<file path="src/rtl/sra_pkg.sv">
package sra_pkg;

    // Acquisition state of the alignment monitor
    typedef enum logic [1:0] {
        ST_OFF     = 2'd0,
        ST_SEEK    = 2'd1,
        ST_CONFIRM = 2'd2,
        ST_LOCK    = 2'd3
    } sra_state_e;

endpackage

</file>
<file path="src/rtl/sra_sysref_edge.sv">
module sra_sysref_edge #(
    parameter int SYNC_STAGES = 2
) (
    input  logic clk,
    input  logic rst_n,
    input  logic sysref_in,
    output logic event_o
);

    typedef struct packed {
        logic [SYNC_STAGES-1:0] sync;
        logic                   last;
    } edge_st_t;

    edge_st_t st_d, st_q;

    always_comb begin
        st_d      = st_q;
        st_d.sync = {st_q.sync[SYNC_STAGES-2:0], sysref_in};
        st_d.last = st_q.sync[SYNC_STAGES-1];
    end

    always_ff @(posedge clk) begin
        if (!rst_n) st_q <= '0;
        else        st_q <= st_d;
    end

    assign event_o = st_q.sync[SYNC_STAGES-1] & ~st_q.last;

    AST_ONE_EVENT_PER_PULSE: assert property (@(posedge clk) disable iff (!rst_n)
        event_o |=> !event_o);

endmodule

</file>
<file path="src/rtl/sra_mf_counter.sv">
module sra_mf_counter #(
    parameter int PER_W = 11,
    parameter int CNT_W = 10
) (
    input  logic             clk,
    input  logic             rst_n,
    input  logic             enable,
    input  logic             realign,
    input  logic [PER_W-1:0] period,
    output logic             wrap_o
);

    typedef struct packed {
        logic [CNT_W-1:0] cnt;
    } cnt_st_t;

    cnt_st_t st_d, st_q;
    logic    at_last;

    always_comb begin
        at_last = (PER_W'(st_q.cnt) >= (period - PER_W'(1)));
        st_d    = st_q;
        if (!enable)
            st_d.cnt = '0;
        else if (realign || at_last)
            st_d.cnt = '0;
        else
            st_d.cnt = st_q.cnt + CNT_W'(1);
    end

    always_ff @(posedge clk) begin
        if (!rst_n) st_q <= '0;
        else        st_q <= st_d;
    end

    assign wrap_o = enable & at_last;

    AST_STROBE_SINGLE_CLOCK: assert property (@(posedge clk) disable iff (!rst_n)
        (wrap_o && $stable(period)) |=> !wrap_o);

    AST_REALIGN_RESTARTS: assert property (@(posedge clk) disable iff (!rst_n)
        (enable && realign) |=> (st_q.cnt == '0));

    AST_IDLE_NO_STROBE: assert property (@(posedge clk) disable iff (!rst_n)
        !enable |-> !wrap_o);

endmodule

</file>
<file path="src/rtl/sra_align_fsm.sv">
module sra_align_fsm
    import sra_pkg::*;
#(
    parameter int PCNT_W  = 5,
    parameter int MAX_ACQ = 15
) (
    input  logic              clk,
    input  logic              rst_n,
    input  logic              enable,
    input  logic              sysref_ev,
    input  logic              on_boundary,
    output logic              realign,
    output logic              aligned,
    output logic              acq_timeout,
    output logic [PCNT_W-1:0] pulse_cnt
);

    typedef struct packed {
        sra_state_e        state;
        logic [PCNT_W-1:0] pcnt;
        logic              timeout;
        logic              seen_lock;
    } fsm_st_t;

    fsm_st_t st_d, st_q;
    logic    ev;

    always_comb begin
        ev   = enable & sysref_ev;
        st_d = st_q;
        if (!enable) begin
            st_d = '0;
        end else begin
            if (st_q.state == ST_OFF)
                st_d.state = ST_SEEK;
            if (ev) begin
                if (st_q.pcnt != '1)
                    st_d.pcnt = st_q.pcnt + PCNT_W'(1);
                case (st_q.state)
                    ST_OFF, ST_SEEK: st_d.state = ST_CONFIRM;
                    ST_CONFIRM:      st_d.state = on_boundary ? ST_LOCK : ST_CONFIRM;
                    ST_LOCK:         st_d.state = on_boundary ? ST_LOCK : ST_CONFIRM;
                    default:         st_d.state = ST_SEEK;
                endcase
                if (st_d.state == ST_LOCK)
                    st_d.seen_lock = 1'b1;
                else if (!st_q.seen_lock && (int'(st_d.pcnt) >= MAX_ACQ))
                    st_d.timeout = 1'b1;
            end
        end
    end

    always_ff @(posedge clk) begin
        if (!rst_n) st_q <= '0;
        else        st_q <= st_d;
    end

    assign realign     = ev;
    assign aligned     = (st_q.state == ST_LOCK);
    assign acq_timeout = st_q.timeout;
    assign pulse_cnt   = st_q.pcnt;

    AST_LOCK_NEEDS_TWO: assert property (@(posedge clk) disable iff (!rst_n)
        aligned |-> (int'(pulse_cnt) >= 2));

    AST_DISABLE_CLEARS: assert property (@(posedge clk) disable iff (!rst_n)
        !enable |=> (!aligned && !acq_timeout && pulse_cnt == '0));

    AST_TIMEOUT_AT_LIMIT: assert property (@(posedge clk) disable iff (!rst_n)
        $rose(acq_timeout) |-> ((int'(pulse_cnt) >= MAX_ACQ) && !aligned));

    AST_COUNT_ONLY_ON_EVENT: assert property (@(posedge clk) disable iff (!rst_n)
        (enable && !sysref_ev) |=> $stable(pulse_cnt));

endmodule

</file>
<file path="src/rtl/sysref_align_mon.sv">
module sysref_align_mon #(
    parameter int PERIOD_MIN  = 4,
    parameter int PERIOD_MAX  = 1024,
    parameter int PER_W       = 11,
    parameter int SYNC_STAGES = 2,
    parameter int PCNT_W      = 5,
    parameter int MAX_ACQ     = 15
) (
    input  logic              clk,
    input  logic              rst_n,
    input  logic              sysref_in,
    input  logic [PER_W-1:0]  period_clks,
    input  logic              align_en,
    input  logic              sys_en,
    output logic              mf_strobe,
    output logic              aligned,
    output logic              acq_timeout,
    output logic [PCNT_W-1:0] pulse_cnt
);

    localparam int CNT_W = $clog2(PERIOD_MAX);
    localparam logic [PER_W-1:0] P_LO = PER_W'(PERIOD_MIN);
    localparam logic [PER_W-1:0] P_HI = PER_W'(PERIOD_MAX);

    logic             enable;
    logic [PER_W-1:0] period_eff;
    logic             sysref_ev;
    logic             realign;
    logic             wrap;

    always_comb begin
        enable = align_en & sys_en;
        if (period_clks < P_LO)
            period_eff = P_LO;
        else if (period_clks > P_HI)
            period_eff = P_HI;
        else
            period_eff = period_clks;
    end

    sra_sysref_edge #(
        .SYNC_STAGES (SYNC_STAGES)
    ) u_edge (
        .clk       (clk),
        .rst_n     (rst_n),
        .sysref_in (sysref_in),
        .event_o   (sysref_ev)
    );

    sra_mf_counter #(
        .PER_W (PER_W),
        .CNT_W (CNT_W)
    ) u_counter (
        .clk     (clk),
        .rst_n   (rst_n),
        .enable  (enable),
        .realign (realign),
        .period  (period_eff),
        .wrap_o  (wrap)
    );

    sra_align_fsm #(
        .PCNT_W  (PCNT_W),
        .MAX_ACQ (MAX_ACQ)
    ) u_fsm (
        .clk         (clk),
        .rst_n       (rst_n),
        .enable      (enable),
        .sysref_ev   (sysref_ev),
        .on_boundary (wrap),
        .realign     (realign),
        .aligned     (aligned),
        .acq_timeout (acq_timeout),
        .pulse_cnt   (pulse_cnt)
    );

    assign mf_strobe = wrap;

    AST_PERIOD_IN_RANGE: assert property (@(posedge clk) disable iff (!rst_n)
        (period_eff >= P_LO) && (period_eff <= P_HI));

endmodule

</file>
<file path="config.mk">
export PLATFORM = sky130hd
export DESIGN_NAME = sysref_align_mon
export DESIGN_NICKNAME = d
export VERILOG_FILES = /design/src/rtl/sra_pkg.sv /design/src/rtl/sra_sysref_edge.sv /design/src/rtl/sra_mf_counter.sv /design/src/rtl/sra_align_fsm.sv /design/src/rtl/sysref_align_mon.sv
export SDC_FILE = /design/constraint.sdc
export NUM_CORES = 1
export LEC_CHECK = 0
export CAP_MARGIN = 20
export CORE_MARGIN = 4
export CORE_UTILIZATION = 55
export CTS_CLUSTER_DIAMETER = 200
export CTS_CLUSTER_SIZE = 14
export DETAILED_ROUTE_END_ITERATION = 6
export PLACE_DENSITY_LB_ADDON = 0.12
export SYNTH_ARGS = -nofsm -noshare
export SYNTH_HDL_FRONTEND = slang
export SYNTH_SLANG_ARGS = --single-unit
</file>
<file path="constraint.sdc">
create_clock -name clk -period 7.9 [get_ports clk]
set_input_delay 0.79 -clock clk [delete_from_list [all_inputs] [get_ports clk]]
set_output_delay 0.79 -clock clk [all_outputs]
set_load 0.1 [all_outputs]
</file>
== Word level (Yosys, flattened, before mapping) ==
Index checks and enable logic that the tools add are counted.
Storage, ports and cells
  flip-flop bits (word level): 22
  output and inout port bits: 8
  word-level logic and storage cells: 52
Cells by class
  $add $sub $neg: 3
  magnitude comparators: 4
  equality and inequality tests: 5
  muxes and demuxes: 14
  bitwise operators: 8
  reduce and logical (&&, ||, !) cells: 11
Operator list (number)
  $mux 11: 2
  $mux 5: 3
  $ge 10x11->1: 1
  $gt 11x11->1 const B: 1
  $lt 11x3->1 const B: 1
  $sub 11x1->11 const B: 1
  $add 10x1->10 const B: 1
  $mux 9: 1
  $eq 2x2->1 const B: 3
  $mux 2: 3
  $add 5x1->5 const B: 1
  $ge 5x4->1 const B: 1
  $ne 5x5->1 const B: 1
  $and 1x1->1: 4
  $mux 1: 4
  $not 1->1: 4
  $pmux 2 s2: 1
  $reduce_and 2->1: 2
  $reduce_or 2->1: 2
  $reduce_and 3->1: 1
  $reduce_or 3->1: 1
  $eq 2x1->1 const B: 1
  $logic_not 2->1: 1
  $reduce_bool 2->1: 1
  3 further kinds: 3

== Longest topological paths before layout ==
Gate-level depths: netlist of run 1.
  word-level depth: 13
  depth in mapped cells: 17
  mapped depth without buffers: 16

== Cells and area by module ==
From an unflattened synthesis of run 1, not the netlist that was laid out.
Second synthesis, totals
  cell total of the unflattened synthesis: 173
  area total of the unflattened synthesis: 1549.0 um2
Modules (own cells, without submodules)
  sra_mf_counter: times used 1, cells each 97, area each 900.9 um2
  sra_align_fsm: times used 1, cells each 50, area each 422.9 um2
  sysref_align_mon: times used 1, cells each 19, area each 132.6 um2
  sra_sysref_edge: times used 1, cells each 7, area each 92.6 um2

== Worst setup path before layout of run 1 ==
Ideal clock, no wire load.
  path type: input to output
  start: input port period_clks[7]
  end: output port mf_strobe
  arrival: 5111 ps
  data required time: 7110 ps
  slack: 1999 ps
  stages: 16
  cell sequence: or4_4 nor4_4 a21oi_1 nand2_1 ha_1 buf_2 o21ai_0 nand2_1 nand2_1 a31oi_1 a211oi_1 ha_1 nand3_1 nor2_1 a211oi_1 nor3_1
On the way
  cells in the longest elaborated chain, start to end: 6
  elaborated cells on any way between the ends: 7
  classes of those cells: add/sub (1); order compare (3); mux (2); bitwise (1)
Ends and longest elaborated chain
  start, declared: line sysref_align_mon.sv:12  | input logic [PER_W-1:0] period_clks,
  $gt 11x11->1: line sysref_align_mon.sv:35  | else if (period_clks > P_HI)
  $mux 11: line sysref_align_mon.sv:35
  $mux 11 (*): line sysref_align_mon.sv:33  | if (period_clks < P_LO)
  $sub 11x1->11 (*): line sra_mf_counter.sv:21  | at_last = (PER_W'(st_q.cnt) >= (period - PER_W'(1)));
  $ge 10x11->1 (*): line sra_mf_counter.sv:21
  $and 1x1->1 (*): line sra_mf_counter.sv:36  | assign wrap_o = enable & at_last;
  end, declared: line sysref_align_mon.sv:15  | output logic mf_strobe,
Mark *: on every way between the ends. The rest lies on a longest branch, timed or not.

== Final worst setup path of run 1 ==
  start: input port period_clks[5]
  end: output port mf_strobe
The elaborated chain is that of the path after synthesis.

==> results of run 1 <==
==> worst max-delay path, delay by kind of cell <==
family,cells,cell delay [ps]
simple gates,8,1290
buf+inv,2,1480
compound gates,5,940
fa+ha+maj,2,650
==> cell type report <==
cell class                      instances  area, µm²  area share [%]
Clock buffer                            3       22.5            1.33
Clock inverter                          1       30.0            1.78
Inverter                                6       22.5            1.33
Multi-Input combinational cell        133        907            53.7
Sequential cell                        22        440            26.1
Tap cell                               30       37.5            2.22
Timing Repair Buffer                   23        230            13.6
==> state kept, by name, indices dropped and copies added, names as in the netlist <==
name / count
u_edge.st_d: 2
u_fsm.pulse_cnt: 5
u_fsm.st_q: 3
u_edge.st_q: 1
u_fsm.acq_timeout: 1
u_counter.st_q: 10
==> metal layers <==
layer,wire (µm),track usage (%)
met1,1390,23.9
met2,1150,25.6
met3,133,2.85
met4,28,5.50
met5,0,0
==> cells in the final DEF (no fill, tap or decap), types with 2 or more instances in the layout <==
master	synthesis	final
mux2i_1	2	2
and3_1	4	4
nor2b_1	5	5
nand2b_1	3	3
nand2_1	13	13
nor3_1	7	7
and2_1	4	4
xor2_1	7	7
nor2_1	21	21
nand3_1	7	7
xnor2_1	3	3
dfxtp_1	22	22
ha_1	13	13
clkdlybuf4s50_1	0	23
o31ai_1	2	2
a21oi_1	7	7
o21ai_0	4	4
a211oi_1	5	5
nand4_1	4	4
inv_1	6	6
or4_4	2	2
clkbuf_4	0	3
==> power by group <==
group          switching, mW  leakage [nW]  internal, mW
Combinational         0.0156         0.441        0.0156
Clock                 0.0347        0.0279        0.0513
Sequential          0.000838         0.178         0.112
Total                 0.0511         0.647         0.179
==> cells by family after synthesis <==
logic type / after synthesis / share of synthesized area [%]
AOI/OAI and AO/OA: 30 / 14.5
muxes: 3 / 2.46
DFF: 22 / 31.0
adders and majority gates: 14 / 12.1
xor gates and xnor gates: 10 / 6.16
buffers and inverters: 14 / 5.19
and+or+nand+nor: 76 / 28.5
==> metrics by stage <==
| step | power (mW) | utilization, % |
|---|---|---|
| after global routing | 0.240 | 68.2 |
| after global placement | 0.146 | 66.1 |
| after floorplan | 0.132 | - |
| after detailed placement | 0.146 | 66.1 |
| after CTS | 0.232 | 68.2 |
| final | 0.230 | 68.2 |
==> worst min path at each step <==
stage	startpoint	end	slack, ps
3_3_place_gp	u_edge.st_d[2]	u_edge.st_d[0]	430
6_report	u_edge.st_d[0]	u_edge.st_q[0]	460
5_1_grt	u_edge.st_d[0]	u_edge.st_q[0]	490
4_1_cts	u_edge.st_d[2]	u_edge.st_d[0]	470
3_5_place_dp	u_edge.st_d[2]	u_edge.st_d[0]	430
2_1_floorplan	u_edge.st_d[2]	u_edge.st_d[0]	410
==> impl_results.md, run 1 <==
* Status: finished, final reports clean
* Setup bufs post-CTS at 0
* All-Layer GR Usage at between 10% and 20%
* Setup WS post-layout at 1960 ps
* Die Height at between 50 and 60 µm
* Setup CP Type: input port to primary output
* Drt wl/cell at 12.4 µm
* Crit-path cells: clkdlybuf4s50_1 -> or4_4 -> nor4_4 -> a21oi_1 -> nand2_1 -> ha_1 -> o21ai_0 -> nand2_1 -> nand2_1 -> a31oi_1 -> a211oi_1 -> ha_1 -> nand3_1 -> nor2_1 -> a211oi_1 -> nor3_1 -> clkdlybuf4s50_1
* Sequential fraction of the synthesis area at 31.0%
* Area after DPL at 1640 µm²
* Net Count, Synth at approximately 200
* Grt ovf at 0
* Die X at 58.8 µm
* Yosys warns at 0
* Ys async rst share at 0%
* Worst Setup SP: period_clks[5]
* Hold-critical path depth at 1
* Vias in the first global route at 1071
* Worst-margin pin slew at 967 ps
* R2R Setup Slk at 5630 ps
* Crit path DAT at just over 5000 ps
* Worst-path maximum fanout at 10
* Ports at 24
* Synth Register Bits at 22
* Post-Synthesis Cells at between 150 and 200
* Hold_ws at 465 ps
* Initial DRC count at 90
* Min cycle time layout at 5940 ps
* Routed WL at 2700 µm
* Hold Crit Class: register to register
* Detailed Routing Iterations Pass 1 at 4
* First-pass GRT wire length at roughly 4600 µm
* Clock root cell: clkbuf_4
* Die area at 3460 µm²
* Critical path endpoint category: primary output
* Core Area at between 2000 and 2500 µm²
* Tcrit/Tclk final at 75.1%
* Dominant cells by area after synthesis: dfxtp_1, ha_1, nor2_1
* Crit-path max cell delay at 980 ps
* Fmax at roughly 170 MHz
* Final Hold Fails at 0
* Drt drc at 0
* Final max-slew violation count at 0
* R2r worst-path depth at 7
* Critical R2R Launch: u_counter.st_q[0]
* RSZ-0062 raised after global routing: no
* FILL cells at about 220
* Routed Antenna Nets at 0
* Clk slew on worst S/H paths at about 130 ps
* Layout cell share with drive strength beyond 1 at 6.38%
* Largest net degree at the start of global routing at 14
* Max Buffers Root-to-Sink at 2
* Top_reg_cell synth: dfxtp_1
* CP max-delay cell: clkdlybuf4s50_1
* CTS Hold Bufs at 0
* Initial Utilization at 57.4%
* Clock Sinks at 22
* Final cell count without fillers at around 220
* Most common cell in the netlist: dfxtp_1
* Initial antenna violation count at 0
* Final HPWL DP at 2140 µm
* Synthesized area per cell at between 8 and 9 µm²
* Skew final at 10.0 ps
* Reg2reg end: u_counter.st_q[4]
* Synth cell types at 44
* CP startpoint kind: input port
* Cts repair resizes at 0
* Post-synth top area cell: dfxtp_1
* Clock latency on the worst-skew pair at slightly above 300 ps
* Antenna Diode Count at 0
* Dpl cells at 214
* LEAKAGE at between 0.6 and 0.7 nW
* H-Tree Depth at 1
* Setup violations, final at 0
* Std cell rows at 18
* TritonCTS Buffers at 3
* TNS Setup at 0 ps
* Post-synth EDFFs at 0
* Area Growth Syn to Fin at 18.9%
* Via Count at between 1000 and 1500
* Worst EP required at 7110 ps
* Dpl ws at around 2000 ps
* Maxcap violations at 0
* Synth cell count leaders: dfxtp_1, nor2_1, ha_1, nand2_1
* Port bufs at 23
* Via density at 5.71
* TritonCTS clock tree: done
* Critical path capture point: mf_strobe
* Synth top area share at a little under a third
* Relative slew slack at between 30% and 40%
* Post-route cell area at 1690 µm²
* Nets@finish at ~220
* Most frequent CP cell: nand2_1
* RePlAce Congestion at approximately 0.84
* PD cells at 136 nW/µm²
* Peak VDD IR at 0.000127 V
* Syn Std Cell Area at 1420 µm²
No activity file was read; power rests on OpenSTA's default activity.
==> inputs of run 2 (changes only) <==
CORE_UTILIZATION = 52   (was 55)
clock period = 5.7 ns   (was 7.9 ns; I/O delays follow)
==> run 2 against run 1 <==
Net effect: clock power increased by 37%; cell count unchanged; largest cell class unchanged; non-clock buffer count unchanged; clock skew decreased by 2.6 ps.
==> impl_results.md, run 2 (synthesis gave the netlist of run 1 again) <==
* Initial Utilization at about 56%
* CTS Hold Bufs at 0
* Worst-margin pin slew at 964 ps
* Initial DRC count at 60
* Switching Fraction at approximately 22%
* Area Growth Syn to Fin at 18.8%
* Most frequent cells in the layout: clkdlybuf4s50_1, dfxtp_1, nor2_1
* RePlAce Congestion at 0.845
* Final Hold Fails at 0
* Worst-path maximum fanout at 10
* Clock Sinks at 22
* R2r worst-path depth at 7
* Maxcap violations at 0
* Nets@finish at between 200 and 250
* DR top layer: met4
* Metal-1 WL at 1360 µm
* Met2 WL post-DR at 1350 µm
* Clock latency on the worst-skew pair at 310 ps
* RSZ-0062 raised after global routing: no
* LEAKAGE at 0.649 nW
* Status: finished, final reports clean
* Met3 wire len at 161 µm
* First-pass GRT wire length at 4820 µm
* Tcrit/Tclk final at a little over four fifths
* Antenna Diode Count at 0
* Worst Setup SP: period_clks[5]
* Max Buffers Root-to-Sink at 2
* Crit path DAT at 4240 ps
* Worst EP required at 5130 ps
* Comb power frac at 14.0%
* Setup violations, final at 0
* Sequential share of power at 49.1%
* R2R Setup Slk at between 3000 and 4000 ps
* TNS Setup at 0 ps
* Reg with most FFs: u_counter.st_q
* Relative slew slack at 35.6%
* Die Height at approximately 60 µm
* Hold Crit Class: register to register
* Vias in the first global route at approximately 1100
* Final max-slew violation count at 0
* Die X at about 60 µm
* Port bufs at 23
* Ports at 24
* CP startpoint kind: input port
* Die area at 3630 µm²
* FILL cells at between 200 and 250
* Fmax at slightly above 200 MHz
* Min cycle time layout at roughly 4800 ps
* H-Tree Depth at 1
* CP max-delay cell: or4_4
* Std cell rows at 18
* Pwr Total at 319 µW
* Critical R2R Launch: u_counter.st_q[0]
* Post-route cell area at 1690 µm²
* Clk slew on worst S/H paths at about 120 ps
* Crit-path cells: clkdlybuf4s50_1 -> or4_4 -> nor4_4 -> a21oi_1 -> nand2_1 -> ha_1 -> nand2_1 -> mux2_4 -> o22ai_2 -> ha_1 -> a21oi_1 -> nor2_1 -> a211oi_1 -> nor3_1 -> buf_4
* Crit-path max cell delay at 550 ps
* Final HPWL DP at approximately 2200 µm
* TritonCTS clock tree: done
* Routed WL at 2890 µm
* Detailed Routing Iterations Pass 1 at 4
* PD cells at 189 nW/µm²
* Grt ovf at 0
* Int Pwr at 248 µW
* Largest register FFs at 10
* Setup bufs post-CTS at 0
* Routed Antenna Nets at 0
* Clock root cell: clkbuf_4
* Layout cell share with drive strength beyond 1 at between 6 and 7%
* Clock network power share at about 37%
* P_sw at a little over 70 µW
* TritonCTS Buffers at 3
* Cts repair resizes at 0
* Peak VDD IR at 0.000170 V
* Skew final at 7.38 ps
* Setup CP Type: input port to primary output
* Core Area at between 2000 and 3000 µm²
* Via Count at 1241
* Drt drc at 0
* Initial antenna violation count at 0
* Critical path endpoint category: primary output
* Largest net degree at the start of global routing at 14
* Drt wl/cell at 13.3 µm
* Finished Core Util at roughly two thirds
* Reg2reg end: u_counter.st_q[2]
* Area after DPL at 1640 µm²
* Critical path capture point: mf_strobe
* All-Layer GR Usage at 17.3%
* Via density at 5.69
run 2: cell types whose count changed in the layout (fill, tap and decap cells not counted), sizes merged:
cell	change
buf	+1
clkdlybuf4s50	-1
run 2: cell type report:
class	instances	area [µm²]	share of cell area, %
multi-input combinational	133	907	53.7
inverter	6	22.5	1.33
clock buffer	3	22.5	1.33
tap	30	37.5	2.22
sequential	22	440	26.1
timing repair buffer	23	228	13.5
clock inverter	1	30.0	1.78
run 2: worst max-delay path: cells and delay by family:
family	cells	cell delay, ps
and+or+nand+nor	6	1140
AOI/OAI and AO/OA	4	900
buffers and inverters	2	750
adders and majority gates	2	620
muxes	1	270
run 2: worst min-delay path by stage:
stage                   startpoint        endpoint  slack, ps  cells past startpoint
global placement    u_edge.st_d[2]  u_edge.st_d[0]        430                      1
floorplan           u_edge.st_d[2]  u_edge.st_d[0]        410                      1
global route        u_edge.st_d[2]  u_edge.st_d[0]        480                      1
finish              u_edge.st_d[2]  u_edge.st_d[0]        460                      1
detailed placement  u_edge.st_d[2]  u_edge.st_d[0]        430                      1
CTS                 u_edge.st_d[2]  u_edge.st_d[0]        470                      1
run 2: stage by stage:
stage	worst slack, ps	hold WS (ps)	instances
2_1_floorplan	239	412	169
3_3_place_gp	1030	427	214
3_5_place_dp	933	433	214
4_1_cts	916	466	218
5_1_grt	584	479	218
6_report	885	461	218
run 2: per-layer routing:
| metal | global-route usage [%] | vias to the layer above |
|---|---|---|
| met5 | 0 | - |
| met4 | 5.06 | 0 |
| met3 | 2.81 | 2 |
| met2 | 29.2 | 33 |
| met1 | 22.4 | 567 |
| li1 | - | 639 |
run 2: power groups by stage:
stage	combinational, mW	clock, mW	sequential, mW
final	0.0446	0.118	0.156
after global routing	0.0489	0.128	0.157
after CTS	0.0445	0.122	0.157
after detailed placement	0.0437	0	0.160
after global placement	0.0425	0	0.160
after floorplan	0.0236	0	0.160
==> inputs of run 3 (changes only) <==
clock period = 4.9 ns   (was 5.7 ns; I/O delays follow)
==> run 3 against run 2 <==
Net effect: register-to-register slack worse by 710 ps; critical path depth rose by 2; setup slack lost 460 ps; flip-flop and latch count is the same; cell count is the same; highest routed layer unchanged; non-clock buffer count did not move; sequential share of layout area fell by 0.34 points; combinational power increased by 14%; clock power increased by 17%.
==> impl_results.md, run 3 (synthesis gave the netlist of run 1 again) <==
* R2R Setup Slk at 2730 ps
* Largest register FFs at 10
* Worst EP required at around 4400 ps
* Crit-path max cell delay at 590 ps
* Initial Utilization at 55.9%
* Layout cell share with drive strength beyond 1 at 7.98%
* Clock root cell: clkbuf_4
* Int Pwr at between 200 and 300 µW
* H-Tree Depth at 1
* Post-route cell area at 1710 µm²
* Critical path endpoint category: primary output
* FILL cells at 225
* Most frequent cells in the layout: clkdlybuf4s50_1, dfxtp_1, nor2_1
* Crit-path cells: clkdlybuf4s50_1 -> or4_4 -> nor4_4 -> a21oi_1 -> nand2_1 -> ha_1 -> o21ai_0 -> nand2_1 -> nand2_1 -> a31oi_1 -> a211oi_1 -> ha_1 -> a21oi_1 -> o21ai_0 -> a211oi_2 -> nor3_2 -> buf_12
* Hold Path End: u_edge.st_d[0]
* TritonCTS clock tree: done
* Final Hold Fails at 0
* Drt wl/cell at 13.1 µm
* Final cell count without fillers at approximately 220
* TritonCTS Buffers at 3
* Die X at between 60 and 70 µm
* TNS Setup at 0 ps
* Detailed Routing Iterations Pass 1 at 4
* Clk slew on worst S/H paths at ~110 ps
* Skew final at 8.80 ps
* Largest net degree at the start of global routing at 14
* Nets@finish at 218
* Worst-path maximum fanout at 10
* Setup CP Type: input port to primary output
* Setup violations, final at 0
* P_sw at 82.1 µW
* Switching Fraction at 22.1%
* RePlAce Congestion at 0.871
* Hold-critical path depth at 1
* Comb power frac at 13.7%
* Max Buffers Root-to-Sink at 2
* Area Growth Syn to Fin at 20.3%
* Die area at 3630 µm²
* R2r worst-path depth at 7
* CP startpoint kind: input port
* Maxcap violations at 0
* Clock network power share at 37.1%
* Relative slew slack at 34.9%
* Final HPWL DP at 2230 µm
* Hold Crit Class: register to register
* Status: finished, final reports clean
* CP max-delay cell: or4_4
* Crit path DAT at around 4000 ps
* Std cell rows at 18
* Most frequent CP cell: nand2_1
* Hold_sp: u_edge.st_d[2]
* CTS Hold Bufs at 0
* Critical R2R Launch: u_counter.st_q[0]
* LEAKAGE at between 0.6 and 0.7 nW
* Routed WL at ~2900 µm
* RSZ-0062 raised after global routing: no
* Initial DRC count at 79
* Sequential share of power at around half
* Antenna Diode Count at 0
* Vias in the first global route at 1186
* Reg2reg end: u_counter.st_q[4]
* Drt drc at 0
* Die Height at 60.3 µm
* Via density at around 5.7
* Worst-margin pin slew at about 1000 ps
* Core Area at about 2500 µm²
* Fmax at 224 MHz
* Routed Antenna Nets at 0
* Ports at 24
* Via Count at around 1200
* Grt ovf at 0
* Reg with most FFs: u_counter.st_q
* Clock latency on the worst-skew pair at about 310 ps
* Dpl cells at 214
* PD cells at around 220 nW/µm²
* Port bufs at 23
* Tcrit/Tclk final at about 91%
* Final max-slew violation count at 0
* Clock Sinks at 22
* Initial antenna violation count at 0
* Peak VDD IR at roughly 0.00026 V
* First-pass GRT wire length at 5030 µm
* Area after DPL at between 1500 and 2000 µm²
* All-Layer GR Usage at between 10% and 20%
* Min cycle time layout at roughly 4500 ps
## run 3: cell counts in the layout (fill, tap and decap cells not counted)
No cell type changed its count.
## run 3: worst max-delay path, delay by kind of cell
family	cells	cell delay [ps]
and+or+nand+nor	6	1180
AOI/OAI and AO/OA	7	1010
buffers and inverters	2	650
adders and majority gates	2	660
## run 3: worst max-delay path by stage
stage | from | cells past startpoint | endpoint | slack (ps)
final | period_clks[7] | 17 | mf_strobe | 430
after floorplan | period_clks[7] | 16 | mf_strobe | 460
after global placement | period_clks[7] | 17 | mf_strobe | 340
after global routing | period_clks[7] | 17 | mf_strobe | 30
after CTS | period_clks[7] | 17 | mf_strobe | 270
after detailed placement | period_clks[7] | 17 | mf_strobe | 280
## run 3: cell type report
| class | instances | area [µm²] | area share [%] |
|---|---|---|---|
| timing repair buffer | 23 | 240 | 14.0 |
| multi-input combinational | 133 | 917 | 53.6 |
| sequential | 22 | 440 | 25.7 |
| tap | 30 | 37.5 | 2.19 |
| clock inverter | 1 | 30.0 | 1.76 |
| inverter | 6 | 22.5 | 1.32 |
| clock buffer | 3 | 22.5 | 1.32 |
## run 3: timing repair
| action | in CTS | in global routing |
|---|---|---|
| setup buffers | 0 | 0 |
| gates resized for setup | 0 | 1 |
| setup endpoints to repair | 0 | 1 |
## run 3: power by group through the flow
stage | Combinational (mW) | Clock (mW) | Sequential [mW]
floorplan | 0.0276 | 0 | 0.186
global placement | 0.0496 | 0 | 0.186
detailed placement | 0.0505 | 0 | 0.186
CTS | 0.0508 | 0.143 | 0.182
global route | 0.0569 | 0.151 | 0.183
finish | 0.0509 | 0.138 | 0.182
## run 3: routing by layer
metal | vias up | routed length (µm) | global-route usage, %
met5 | - | 0 | 0
met4 | 0 | 14 | 3.16
met2 | 35 | 1270 | 30.1
met1 | 564 | 1410 | 23.7
li1 | 640 | - | -
met3 | 2 | 168 | 5.18
## run 3: stage by stage
step	hold slack [ps]	power (mW)	setup WS, ps	util, %
6_report	468	0.371	430	67.2
5_1_grt	485	0.390	32.3	67.2
4_1_cts	473	0.376	266	67.0
3_5_place_dp	442	0.237	276	64.9
3_3_place_gp	434	0.236	341	64.9
2_1_floorplan	412	0.213	459	-
